===== src/rtl/instr_decoder.sv =====
module instr_decoder #(
  parameter int ADDR_W = 32,
  parameter int VAL_W  = 24
) (
  input  logic              clk,
  input  logic              rst_n,
  input  logic              in_valid,
  input  logic [31:0]       in_word,
  input  logic [ADDR_W-1:0] in_addr,
  input  logic              exec_busy,
  output logic              dec_ready,
  output logic              fetch_hold,
  output logic              err,
  output logic              uop_valid,
  output logic [ADDR_W-1:0] uop_addr,
  output logic [3:0]        uop_action,
  output logic [3:0]        uop_alu,
  output logic [2:0]        uop_cond,
  output logic [2:0]        src1_mode,
  output logic [VAL_W-1:0]  src1_val,
  output logic [2:0]        src2_mode,
  output logic [VAL_W-1:0]  src2_val,
  output logic [2:0]        dst_mode,
  output logic [VAL_W-1:0]  dst_val
);
  localparam logic [3:0] A_NOP = 4'd0, A_ALU = 4'd1, A_MOV = 4'd2, A_JMP = 4'd3,
                         A_CAL = 4'd4, A_RET = 4'd5, A_HLT = 4'd6, A_PSH = 4'd7,
                         A_POP = 4'd8;
  localparam logic [2:0] M_NONE = 3'd0, M_IMM = 3'd1, M_REG = 3'd2,
                         M_LO = 3'd3, M_HI = 3'd4, M_IND = 3'd5;
  localparam int PADR = VAL_W - 8;
  localparam int PADH = VAL_W - 16;

  logic [2:0]       fmt;
  logic [4:0]       op5;
  logic [12:0]      op13;
  logic [VAL_W-1:0] f1v, f2v;

  assign fmt  = in_word[31:29];
  assign op5  = in_word[28:24];
  assign op13 = in_word[28:16];
  assign f1v  = {{PADR{1'b0}}, in_word[15:8]};
  assign f2v  = {{PADR{1'b0}}, in_word[7:0]};
  assign dec_ready = !exec_busy;

  logic             legal;
  logic [3:0]       n_act, n_alu;
  logic [2:0]       n_cnd, n_m1, n_m2, n_md;
  logic [VAL_W-1:0] n_v1, n_v2, n_vd;

  always_comb begin
    legal = 1'b0;
    n_act = A_NOP; n_alu = 4'd0; n_cnd = 3'd0;
    n_m1 = M_NONE; n_v1 = '0;
    n_m2 = M_NONE; n_v2 = '0;
    n_md = M_NONE; n_vd = '0;
    case (fmt)
      3'd0: begin
        if (op5 == 5'h00) begin
          legal = 1'b1;
        end else if (op5[3] == 1'b0 && op5[2:0] != 3'd0 && op5[4:3] != 2'b11) begin
          legal = 1'b1;
          n_act = op5[4] ? A_CAL : A_JMP;
          n_cnd = op5[2:0] - 3'd1;
          n_md  = M_IMM;
          n_vd  = in_word[VAL_W-1:0];
        end else if (op5 == 5'h0F) begin
          legal = 1'b1;
          n_act = A_MOV;
          n_m1  = M_IMM;
          n_v1  = in_word[VAL_W-1:0];
          n_md  = M_REG;
          n_vd  = {{PADR{1'b0}}, 8'hFF};
        end else if (op5 == 5'h10) begin
          legal = 1'b1;
          n_act = A_RET;
        end
      end
      3'd1: begin
        if (op13 <= 13'h12) begin
          legal = 1'b1;
          n_m1 = (op13 == 13'h09) ? M_IND : M_REG;
          n_m2 = (op13 == 13'h08) ? M_IND : M_REG;
          n_v1 = f1v;
          n_v2 = f2v;
          case (op13[4:0])
            5'h05: n_act = A_HLT;
            5'h06: n_act = A_PSH;
            5'h07: n_act = A_POP;
            5'h08, 5'h09, 5'h12: n_act = A_MOV;
            default: n_act = A_ALU;
          endcase
          case (op13[4:0])
            5'h00: n_alu = 4'd0;
            5'h01: n_alu = 4'd1;
            5'h02: n_alu = 4'd2;
            5'h03: n_alu = 4'd3;
            5'h04: n_alu = 4'd4;
            5'h0A: n_alu = 4'd5;
            5'h0B: n_alu = 4'd6;
            5'h0C: n_alu = 4'd7;
            5'h0D: n_alu = 4'd8;
            5'h0E: n_alu = 4'd9;
            5'h0F: n_alu = 4'd10;
            5'h10: n_alu = 4'd11;
            5'h11: n_alu = 4'd12;
            default: n_alu = 4'd0;
          endcase
          case (op13[4:0])
            5'h02, 5'h03, 5'h0E, 5'h0F, 5'h10, 5'h11: begin
              n_md = M_REG; n_vd = f1v;
            end
            5'h05, 5'h06, 5'h07: begin
              n_md = M_NONE; n_vd = '0;
            end
            5'h08: begin
              n_md = M_IND; n_vd = f2v;
            end
            default: begin
              n_md = M_REG; n_vd = f2v;
            end
          endcase
        end
      end
      3'd2: begin
        if (op5 <= 5'h01) begin
          legal = 1'b1;
          n_act = A_MOV;
          n_m1  = M_IMM;
          n_v1  = {{PADH{1'b0}}, in_word[15:0]};
          n_md  = op5[0] ? M_HI : M_LO;
          n_vd  = {{PADR{1'b0}}, in_word[23:16]};
        end
      end
      default: legal = 1'b0;
    endcase
  end

  always_ff @(posedge clk) begin
    if (!rst_n) begin
      uop_valid  <= 1'b0;
      fetch_hold <= 1'b0;
      err        <= 1'b0;
      uop_addr   <= '0;
      uop_action <= A_NOP;
      uop_alu    <= '0;
      uop_cond   <= '0;
      src1_mode  <= M_NONE;
      src1_val   <= '0;
      src2_mode  <= M_NONE;
      src2_val   <= '0;
      dst_mode   <= M_NONE;
      dst_val    <= '0;
    end else if (!exec_busy) begin
      uop_valid  <= in_valid && legal;
      fetch_hold <= in_valid && legal &&
                    (n_act == A_JMP || n_act == A_CAL || n_act == A_RET);
      if (in_valid && !legal) err <= 1'b1;
      if (in_valid && legal) begin
        uop_addr   <= in_addr;
        uop_action <= n_act;
        uop_alu    <= n_alu;
        uop_cond   <= n_cnd;
        src1_mode  <= n_m1;
        src1_val   <= n_v1;
        src2_mode  <= n_m2;
        src2_val   <= n_v2;
        dst_mode   <= n_md;
        dst_val    <= n_vd;
      end
    end
  end
endmodule


===== config.mk =====
export PLATFORM = sky130hd
export DESIGN_NAME = instr_decoder
export DESIGN_NICKNAME = d
export VERILOG_FILES = /design/src/rtl/instr_decoder.sv
export SDC_FILE = /design/constraint.sdc
export NUM_CORES = 1
export LEC_CHECK = 0
export ABC_AREA = 1
export CAP_MARGIN = 20
export CORE_MARGIN = 2
export CORE_UTILIZATION = 48
export DETAILED_ROUTE_END_ITERATION = 10
export PLACE_DENSITY = 0.91
export SLEW_MARGIN = 20
export SYNTH_ARGS = -nofsm -noshare
export SYNTH_HDL_FRONTEND = slang
export SYNTH_SLANG_ARGS = --single-unit

===== constraint.sdc =====
create_clock -name clk -period 5.8 [get_ports clk]
set_clock_uncertainty 0.2 [all_clocks]
set_input_delay 1.45 -clock clk [delete_from_list [all_inputs] [get_ports clk]]
set_output_delay 1.45 -clock clk [all_outputs]
set_load 0.01 [all_outputs]

# == Word level (Yosys, flattened, before mapping) ==
# Memory sizes are Yosys's and may differ from the RTL's.
# Cells that the tools add are included.
# word_totals
wordCells,112
rom_bits,128
register_bits,127
out_inout_bits,128
in_bits,68
memories,1
# op_classes
reduce_logical,17
eq_ne,22
n_bitwise,2
order_cmp,2
add_sub_neg,1
mux,54
# memory_table
name,depth,word_bits,read_ports,rd_clocked_by_memory_dff,wr,line,rtl
(no name shown),32,4,1,0,0,93,case (op13[4:0])
# op_table
op,n
$pmux W24 S3,2
$mux W24,5
$mux W3,16
$mux W8,6
$eq A13 B4 Y1 const B,2
$eq A5 B4 Y1 const B,5
$eq A5 B5 Y1 const B,4
$pmux W3 S3,2
$mux W16,1
$pmux W4 S4,1
$pmux W8 S2,1
$eq A5 B3 Y1 const B,3
$le A13 B5 Y1 const B,1
$mux W4,3
$pmux W4 S3,1
$eq A5 B2 Y1 const B,2
$mux W1,10
$eq A4 B3 Y1 const B,2
$mux W2,4
$pmux W3 S2,1
$reduce_or A3 Y1,2
$reduce_or A6 Y1,1
$le A5 B1 Y1 const B,1
$logic_and A1 B1 Y1,5
other kinds (13),17

# == Logic depth before layout (Yosys ltp) ==
# Gate-level depths: netlist of the first run.
# depth
ltp_word,10
depth_mapped,17
mapped_depth_nobuf,16

# == Worst setup path after synthesis of the first run ==
# Ideal clock, no wire load.
# synth_timing
path_kind,input to register
start,input port in_word[24]
end,register src1_val[11]
setup_slack_ps,2471
setup_time_ps,116
stages,15
required_time_ps,5484
t_arrival_ps,3013
n_path_buf,2
cell_sequence,inv_1 -> ha_1 -> ha_1 -> nor2_4 -> inv_1 -> nand3_1 -> nand2_1 -> nand2_1 -> inv_1 -> nand2_4 -> nand2_4 -> buf_6 -> buf_6 -> o21ai_0 -> nor2_1
# synth_via
elab_chain_len,8
word_cells_on_any_way,22
classes_between,order compare: 2; eq/ne: 2; mux: 12; reduce/logical: 6
# synth_rtl
item,line,rtl
from (decl),8,"input logic [31:0] in_word,"
branches (longest 8 deep; another with $le A13 B5 Y1),--,
to (signal assigned),165,src1_val <= n_v1;
to (decl),20,"output logic [VAL_W-1:0] src1_val,"
# Several ways; the timed one is not identified.
# A chain may end at the register's enable or synchronous reset.

# == Final worst setup path of the first run ==
# layout_timing
start,input port exec_busy
end,output port dec_ready
# layout_via
elab_chain_len,1
# layout_rtl
item,line,rtl
from (decl),10,"input logic exec_busy,"
$logic_not A1 Y1,--,
to (decl),11,"output logic dec_ready,"
# Every way passes these cells.

==> impl_table.tex, run 1 <==
\begin{tabular}{lr}
\hline
Metric & Value \\
\hline
\multicolumn{2}{l}{\textbf{Finish}} \\
\quad Proportion of layout cells with a drive suffix above 1 & 5.034\% \\
\quad Area growth, synth to finish & 35.62\% \\
\quad \# fillers & 924 \\
\quad Final std cells w/o fill & 1030 \\
\quad Inserted Diodes & 0 \\
\quad Final cell utilization of the core & 67.69\% \\
\quad Layout Cell Area excl Fill & 0.007051 sq mm \\
\quad Final net count & 966 \\
\multicolumn{2}{l}{\textbf{Global routing}} \\
\quad Pin count of the biggest net entering global routing & 106 \\
\quad GR Util All Layers & 27.32\% \\
\quad Vias in the first global route & 4874 \\
\quad Number of antenna violations at the first check in global routing & 0 \\
\quad Total overflow reported by the global router & 0 \\
\quad Global-route wire length before repair & 24980 um \\
\multicolumn{2}{l}{\textbf{STA}} \\
\quad Actual transition at the worst max-transition pin & 956.6 ps \\
\quad Unrepaired setup endpoints after global routing & no \\
\quad Hold violation count in the final report & 0 \\
\quad Final-report max-slew violation count & 0 \\
\quad Fraction of the cycle the final worst path needs & 75.43\% \\
\quad Final-layout setup total negative slack & 0 ps \\
\quad Count of endpoints failing setup in the final report & 0 \\
\quad Post-route minimum period & 4375 ps \\
\quad Relative slew slack & 36.23\% \\
\quad Highest attainable clock frequency & 228.6 MHz \\
\multicolumn{2}{l}{\textbf{Flow run}} \\
\quad Max Cap Viol & 0 \\
\multicolumn{2}{l}{\textbf{Critical path}} \\
\quad Critical path fanouts, max & 6 \\
\quad Sequence of cells on the critical path & clkdlybuf4s50\_1 -> inv\_1 -> clkdlybuf4s50\_1 \\
\quad Nature of the critical path startpoint & primary input \\
\quad Delay-heaviest family, CP & buffers and inverters \\
\quad Required time of the critical path & 4150 ps \\
\quad Setup slack on the worst flop-to-flop path & 4860 ps \\
\quad CP arrival & 2720 ps \\
\quad Path type of the worst setup path & in -> out \\
\quad Number of buffers and inverters on the critical path & 3 \\
\quad Critical-path cell with the highest stage delay & clkdlybuf4s50\_1 \\
\quad Most common cell type on the critical path & clkdlybuf4s50\_1 \\
\quad Kind of end point of the critical path & output pin \\
\quad Critical Path Max Stage Delay & 600 ps \\
\multicolumn{2}{l}{\textbf{Synth}} \\
\quad Synth Warn \# & 0 \\
\quad Top cells by count, synth & nor2\_1 (178), dfxtp\_1 (110), nand2\_1 (108) \\
\quad Mean area per synthesized cell & 7.054 sq um \\
\quad Synth Register Bits & 110 \\
\quad Most frequently used cell type in the post-synthesis netlist & nor2\_1 \\
\quad Top\_reg\_cell synth & dfxtp\_1 \\
\quad Most area-consuming cells after synthesis & dfxtp\_1 (42\%), nor2\_1 (13\%), o21ai\_0 (8.1\%) \\
\quad Sequential fraction of the synthesis area & 42.36\% \\
\quad EDFF count, synth & 0 \\
\quad Synth Cell Area & 0.005199 sq mm \\
\quad Post-synth top area share & 42.36\% \\
\quad Cell taking the most area after synthesis & dfxtp\_1 \\
\quad Async SR Flop Fraction & 0\% \\
\quad Synth unique cells & 31 \\
\quad Syn Inst Count & 737 \\
\multicolumn{2}{l}{\textbf{Clocking}} \\
\quad Root cell of the clock tree & clkbuf\_8 \\
\quad Post-CTS Resized & 0 \\
\quad Clock Sinks & 110 \\
\quad Number of setup buffers added after CTS & 0 \\
\quad Number of buffers inserted during clock tree synthesis & 9 \\
\quad Source-to-sink clock delay at the later pin of the worst-skew pair & 370 ps \\
\quad Clock tree from TritonCTS & yes \\
\quad Max clock buf depth & 2 \\
\quad Clock transition at the registers of the reported paths & 100 ps \\
\quad H-tree lvl count & 3 \\
\quad Cts hold-fix bufs & 0 \\
\multicolumn{2}{l}{\textbf{Floorplanning}} \\
\quad Effective utilization at floorplan & 49.91\% \\
\quad I/O pin count & 196 \\
\quad Number of standard-cell rows in the floorplan & 37 \\
\quad Height of the die & 108.1 um \\
\quad DIE WIDTH & 108.1 um \\
\quad Die Footprint & 0.01168 sq mm \\
\quad Core region area & 0.01042 sq mm \\
\multicolumn{2}{l}{\textbf{Power and ir drop}} \\
\quad Leakage power summed over all cells & 2.818 nW \\
\quad Maximum vdd ir drop & 0.0001443 V \\
\quad Pwr Density & 199.6 mW/mm\^{}2 \\
\multicolumn{2}{l}{\textbf{Route}} \\
\quad Routed WL per cell & 15.78 um \\
\quad Iteration-0 DRC Markers & 538 \\
\quad Wirelength, routed & 16250 um \\
\quad Iteration count of the initial detailed-routing pass & 6 \\
\quad Number of nets with antenna violations after detailed routing & 0 \\
\quad Total via count after detailed routing & 5427 \\
\quad Remaining routing DRC violations & 0 \\
\quad Vias per cell & 5.269 \\
\multicolumn{2}{l}{\textbf{Placement}} \\
\quad Number of port buffers & 179 \\
\quad Area of placed instances & 0.006854 sq mm \\
\quad HPWL after DPL & 11910 um \\
\quad Final RePlAce weighted congestion & 0.9585 \\
\quad Number of instances in the placed design & 1014 \\
\multicolumn{2}{l}{\textbf{Run status}} \\
\quad Outcome & complete, no violations \\
\multicolumn{2}{l}{\textbf{Min path}} \\
\quad Class of the worst hold path & reg -> reg \\
\hline
\end{tabular}
-- placed cells by master (no fill, tap or decap), drive strengths merged --
| cell | count |
|---|---|
| inv | 51 |
| ha | 9 |
| a21oi | 51 |
| buf | 6 |
| nand3 | 43 |
| o21a | 1 |
| o22ai | 6 |
| nor3 | 11 |
| o211ai | 2 |
| nor2 | 184 |
| o21ai | 87 |
| nand4 | 10 |
| o221ai | 1 |
| clkinvlp | 1 |
| conb | 16 |
| or2 | 1 |
| clkinv | 3 |
| clkdlybuf4s50 | 178 |
| dfxtp | 110 |
| nand2 | 114 |
| clkbuf | 9 |
-- registers in the layout, indices dropped and copies added (netlist names), 2 cells and up --
| register | cells |
|---|---|
| src2_val | 8 |
| dst_val | 24 |
| uop_alu | 4 |
| dst_mode | 3 |
| uop_addr | 32 |
| uop_action | 4 |
| src1_mode | 3 |
| uop_cond | 3 |
| src1_val | 24 |
| src2_mode | 2 |
-- routing by layer --
metal	share of wire, %	vias up	global-route usage (%)
met5	0	-	0
met4	2.1	0	7.967
met3	10	33	6.992
met2	46	278	45.96
met1	42	2465	34.63
li1	-	2651	-
-- area by class of cell --
type                       instances  area (sq um)  share of cell area, %
multi-input combinational        536          2475                  35.10
sequential                       110          2202                  31.23
timing repair buffer             184          1824                  25.87
inverter                          48         182.7                  2.591
tap                              136         170.2                  2.413
clock buffer                       9         123.9                  1.757
clock inverter                     7         72.57                  1.029
-- worst reg2reg max path, delay by kind of cell, from the launching register on --
family             cells  cell delay (ps)
AOI/OAI and AO/OA      2              270
DFF                    1              340
-- kinds of logic after synthesis --
logic type / count (synthesis) / share of synthesized area, %
AOI/OAI and AO/OA: 148 / 14.61
adders and majority gates: 9 / 2.166
buffers and inverters: 106 / 11.12
DFF: 110 / 42.36
other: 1 / 0.07213
and+or+nand+nor: 363 / 29.68
-- stage by stage --
step	hold WS, ps	power [mW]	worst slack (ps)
2_1_floorplan	280.5	0.8721	2471
3_3_place_gp	248.7	0.9531	1297
3_5_place_dp	254.1	0.9553	1176
4_1_cts	270.2	1.414	1444
5_1_grt	297.6	1.461	1313
6_report	268.1	1.407	1425
-- power breakdown --
group          internal, mW  switching [mW]
Clock                 0.170           0.296
Sequential            0.763         0.00419
Combinational        0.0774          0.0961
-- final timing paths --
| kind | start | endpoint | cells after the start |
|---|---|---|---|
| setup / recovery | exec_busy | dec_ready | 3 |
| hold / removal | src2_val[0]$_SDFFE_PN0P_ | src2_val[0]$_SDFFE_PN0P_ | 2 |
| setup reg to reg | src1_mode[0]$_SDFFE_PN0P_ | src1_mode[0]$_SDFFE_PN0P_ | 2 |
| hold reg to reg | src2_val[0]$_SDFFE_PN0P_ | src2_val[0]$_SDFFE_PN0P_ | 2 |
Power figures use the tool's default switching activity.
==> run 2, diff against run 1 <==
CORE_UTILIZATION = 40   (was 48)
PLACE_DENSITY = 0.82   (was 0.91)
clock period = 3.8 ns   (was 5.8 ns; I/O delays follow)
==> impl_table.tex, run 2 (synthesized netlist as in run 1, its figures left out) <==
\begin{tabular}{lr}
\hline
Metric & Value \\
\hline
\multicolumn{2}{l}{\textbf{Run status}} \\
\quad Outcome & complete, no violations (unchanged) \\
\multicolumn{2}{l}{\textbf{Critical path}} \\
\quad Depth of the worst register-to-register path & 4 (was 2) \\
\quad Sequence of cells on the critical path & clkdlybuf4s50\_1 -> inv\_1 -> clkdlybuf4s50\_1 (unchanged) \\
\quad Nature of the critical path startpoint & primary input (unchanged) \\
\quad Kind of end point of the critical path & output pin (unchanged) \\
\quad Critical path fanouts, max & 6 (unchanged) \\
\quad Worst reg2reg startpoint & dst\_val[0]\$\_SDFFE\_PN0P\_ (was src1\_mode[0]\$\_SDFFE\_PN0P\_) \\
\quad Most common cell type on the critical path & clkdlybuf4s50\_1 (unchanged) \\
\quad Critical Path Start & exec\_busy (unchanged) \\
\quad Capture point of the critical path & dec\_ready (unchanged) \\
\quad Critical-path cell with the highest stage delay & clkdlybuf4s50\_1 (unchanged) \\
\quad CP arrival & 2220 ps (was 2720 ps) \\
\quad Critical Path Max Stage Delay & 570 ps (was 600 ps) \\
\quad Path type of the worst setup path & in -> out (unchanged) \\
\quad Capture point of the worst reg-to-reg path & dst\_val[0]\$\_SDFFE\_PN0P\_ (was src1\_mode[0]\$\_SDFFE\_PN0P\_) \\
\quad Setup slack on the worst flop-to-flop path & 2910 ps (was 4860 ps) \\
\quad Required time of the critical path & 2650 ps (was 4150 ps) \\
\multicolumn{2}{l}{\textbf{Placement}} \\
\quad Number of port buffers & 179 (unchanged) \\
\quad HPWL after DPL & 12410 um (was 11910 um) \\
\quad Area of placed instances & 0.007027 sq mm (was 0.006854 sq mm) \\
\quad Setup WS pre-CTS & 157.6 ps (was 1176 ps) \\
\quad Final RePlAce weighted congestion & 0.8880 (was 0.9585) \\
\multicolumn{2}{l}{\textbf{Power and ir drop}} \\
\quad Maximum vdd ir drop & 0.0002406 V (was 0.0001443 V) \\
\quad Pwr Density & 319.7 mW/mm\^{}2 (was 199.6 mW/mm\^{}2) \\
\quad Leakage power summed over all cells & 2.929 nW (was 2.818 nW) \\
\multicolumn{2}{l}{\textbf{Clocking}} \\
\quad Source-to-sink clock delay at the later pin of the worst-skew pair & 350 ps (was 370 ps) \\
\quad H-tree lvl count & 3 (unchanged) \\
\quad Cts hold-fix bufs & 0 (unchanged) \\
\quad Clock transition at the registers of the reported paths & 70 ps (was 100 ps) \\
\quad Number of buffers inserted during clock tree synthesis & 9 (unchanged) \\
\quad Post-CTS Resized & 0 (unchanged) \\
\quad Clock Sinks & 110 (unchanged) \\
\quad Root cell of the clock tree & clkbuf\_16 (was clkbuf\_8) \\
\quad Max clock buf depth & 2 (unchanged) \\
\quad Number of setup buffers added after CTS & 0 (unchanged) \\
\quad Clock tree from TritonCTS & yes (unchanged) \\
\multicolumn{2}{l}{\textbf{Global routing}} \\
\quad Pin count of the biggest net entering global routing & 60 (was 106) \\
\quad GR Util All Layers & 23.77\% (was 27.32\%) \\
\quad Number of antenna violations at the first check in global routing & 0 (unchanged) \\
\quad Global-route wire length before repair & 26360 um (was 24980 um) \\
\quad Vias in the first global route & 5018 (was 4874) \\
\quad Total overflow reported by the global router & 0 (unchanged) \\
\multicolumn{2}{l}{\textbf{Finish}} \\
\quad Layout Cell Area excl Fill & 0.007302 sq mm (was 0.007051 sq mm) \\
\quad Biggest register & uop\_addr (unchanged) \\
\quad Area growth, synth to finish & 40.46\% (was 35.62\%) \\
\quad Final net count & 978 (was 966) \\
\quad Proportion of layout cells with a drive suffix above 1 & 5.973\% (was 5.034\%) \\
\quad Biggest regs & uop\_addr x32, dst\_val x24, src1\_val x24 (unchanged) \\
\quad Max reg flops & 32 (unchanged) \\
\quad Commonest cells after routing, fill and taps aside & nor2\_1 (178), clkdlybuf4s50\_1 (178), dfxtp\_1 (110), nand2\_1 (108), o21ai\_0 (84) (unchanged) \\
\quad Inserted Diodes & 0 (unchanged) \\
\multicolumn{2}{l}{\textbf{Flow run}} \\
\quad Max Cap Viol & 0 (unchanged) \\
\multicolumn{2}{l}{\textbf{STA}} \\
\quad Actual transition at the worst max-transition pin & 590.2 ps (was 956.6 ps) \\
\quad Unrepaired setup endpoints after global routing & no (unchanged) \\
\quad Hold violation count in the final report & 0 (unchanged) \\
\quad Final-layout setup total negative slack & 0 ps (unchanged) \\
\quad Post-route minimum period & 3373 ps \\
\quad Hold Slack & 264.8 ps (was 268.1 ps) \\
\quad Relative slew slack & 60.61\% (was 36.23\%) \\
\quad Fraction of the cycle the final worst path needs & 88.76\% \\
\quad Min setup slack post-route & 427.1 ps (was 1425 ps) \\
\quad Highest attainable clock frequency & 296.5 MHz \\
\quad Final-report max-slew violation count & 0 (unchanged) \\
\quad Count of endpoints failing setup in the final report & 0 (unchanged) \\
\multicolumn{2}{l}{\textbf{Route}} \\
\quad Vias per cell & 5.044 (was 5.269) \\
\quad Routed WL per cell & 15.44 um (was 15.78 um) \\
\quad Total via count after detailed routing & 5427 (unchanged) \\
\quad Number of nets with antenna violations after detailed routing & 0 (unchanged) \\
\quad Wirelength, routed & 16620 um (was 16250 um) \\
\quad Remaining routing DRC violations & 0 (unchanged) \\
\quad Iteration-0 DRC Markers & 355 (was 538) \\
\quad Iteration count of the initial detailed-routing pass & 5 (was 6) \\
\multicolumn{2}{l}{\textbf{Floorplanning}} \\
\quad Effective utilization at floorplan & 41.03\% (was 49.91\%) \\
\quad I/O pin count & 196 (unchanged) \\
\quad Core region area & 0.01267 sq mm (was 0.01042 sq mm) \\
\quad Number of standard-cell rows in the floorplan & 41 (was 37) \\
\quad Die Footprint & 0.01393 sq mm (was 0.01168 sq mm) \\
\quad DIE WIDTH & 118.0 um (was 108.1 um) \\
\quad Height of the die & 118.0 um (was 108.1 um) \\
\multicolumn{2}{l}{\textbf{Min path}} \\
\quad Class of the worst hold path & reg -> reg (unchanged) \\
\hline
\end{tabular}
==> run 2: cell types whose count changed in the layout (fill, tap and decap cells not counted), sizes merged <==
cell,delta
clkinv,-1
clkbuf,+4
clkinvlp,-1
inv,-4
buf,+12
==> run 2: worst min-delay path by stage <==
stage | to | cells past startpoint | slack [ps] | startpoint
detailed placement | uop_valid$_SDFFE_PN0N_ | 2 | 260 | uop_valid$_SDFFE_PN0N_
global route | src2_val[1]$_SDFFE_PN0P_ | 2 | 280 | src2_val[1]$_SDFFE_PN0P_
finish | src2_val[1]$_SDFFE_PN0P_ | 2 | 260 | src2_val[1]$_SDFFE_PN0P_
floorplan | uop_valid$_SDFFE_PN0N_ | 2 | 280 | uop_valid$_SDFFE_PN0N_
global placement | uop_valid$_SDFFE_PN0N_ | 2 | 250 | uop_valid$_SDFFE_PN0N_
CTS | dst_val[16]$_SDFFE_PN0P_ | 2 | 270 | dst_val[16]$_SDFFE_PN0P_
==> run 2: metal layers <==
metal  GRT usage [%]  share of wire [%]
met1           30.19                 43
met5               0                  0
met4           7.907                2.1
met2           38.44                 45
met3           7.171                9.6
==> run 2: final cells by class <==
| class | instances | area [sq um] |
|---|---|---|
| inverters | 48 | 182.7 |
| well taps | 172 | 215.2 |
| clock buffers | 13 | 270.3 |
| repair buffers | 196 | 1952 |
| multi-input cells | 536 | 2475 |
| fillers | 1199 | 5369 |
| flip-flops and latches | 110 | 2202 |
| clock inverters | 1 | 5.005 |
==> run 2: stage by stage <==
stage | total power, mW | utilization (%) | std cells
floorplan | 1.331 | - | 752
global placement | 1.465 | 55.46 | 1062
detailed placement | 1.466 | 55.46 | 1062
CTS | 2.350 | 57.63 | 1076
global route | 2.431 | 57.63 | 1076
finish | 2.334 | 57.63 | 1076
==> run 2: worst max-delay path: cells and delay by family <==
kind                   cells  cell delay, ps
buffers and inverters      3            1270
==> run 2: power breakdown <==
part           internal [mW]  total, mW  switching [mW]  leakage (nW)
clock                  0.491      0.891           0.400         0.138
sequential              1.17       1.17         0.00679         0.887
combinational          0.124      0.272           0.148          1.90
==> run 3, diff against run 2 <==
SKIP_CTS_REPAIR_TIMING = 1   (was not set)
==> results of run 3 <==
Final layout, timing and power as in run 2 (identical DEF).
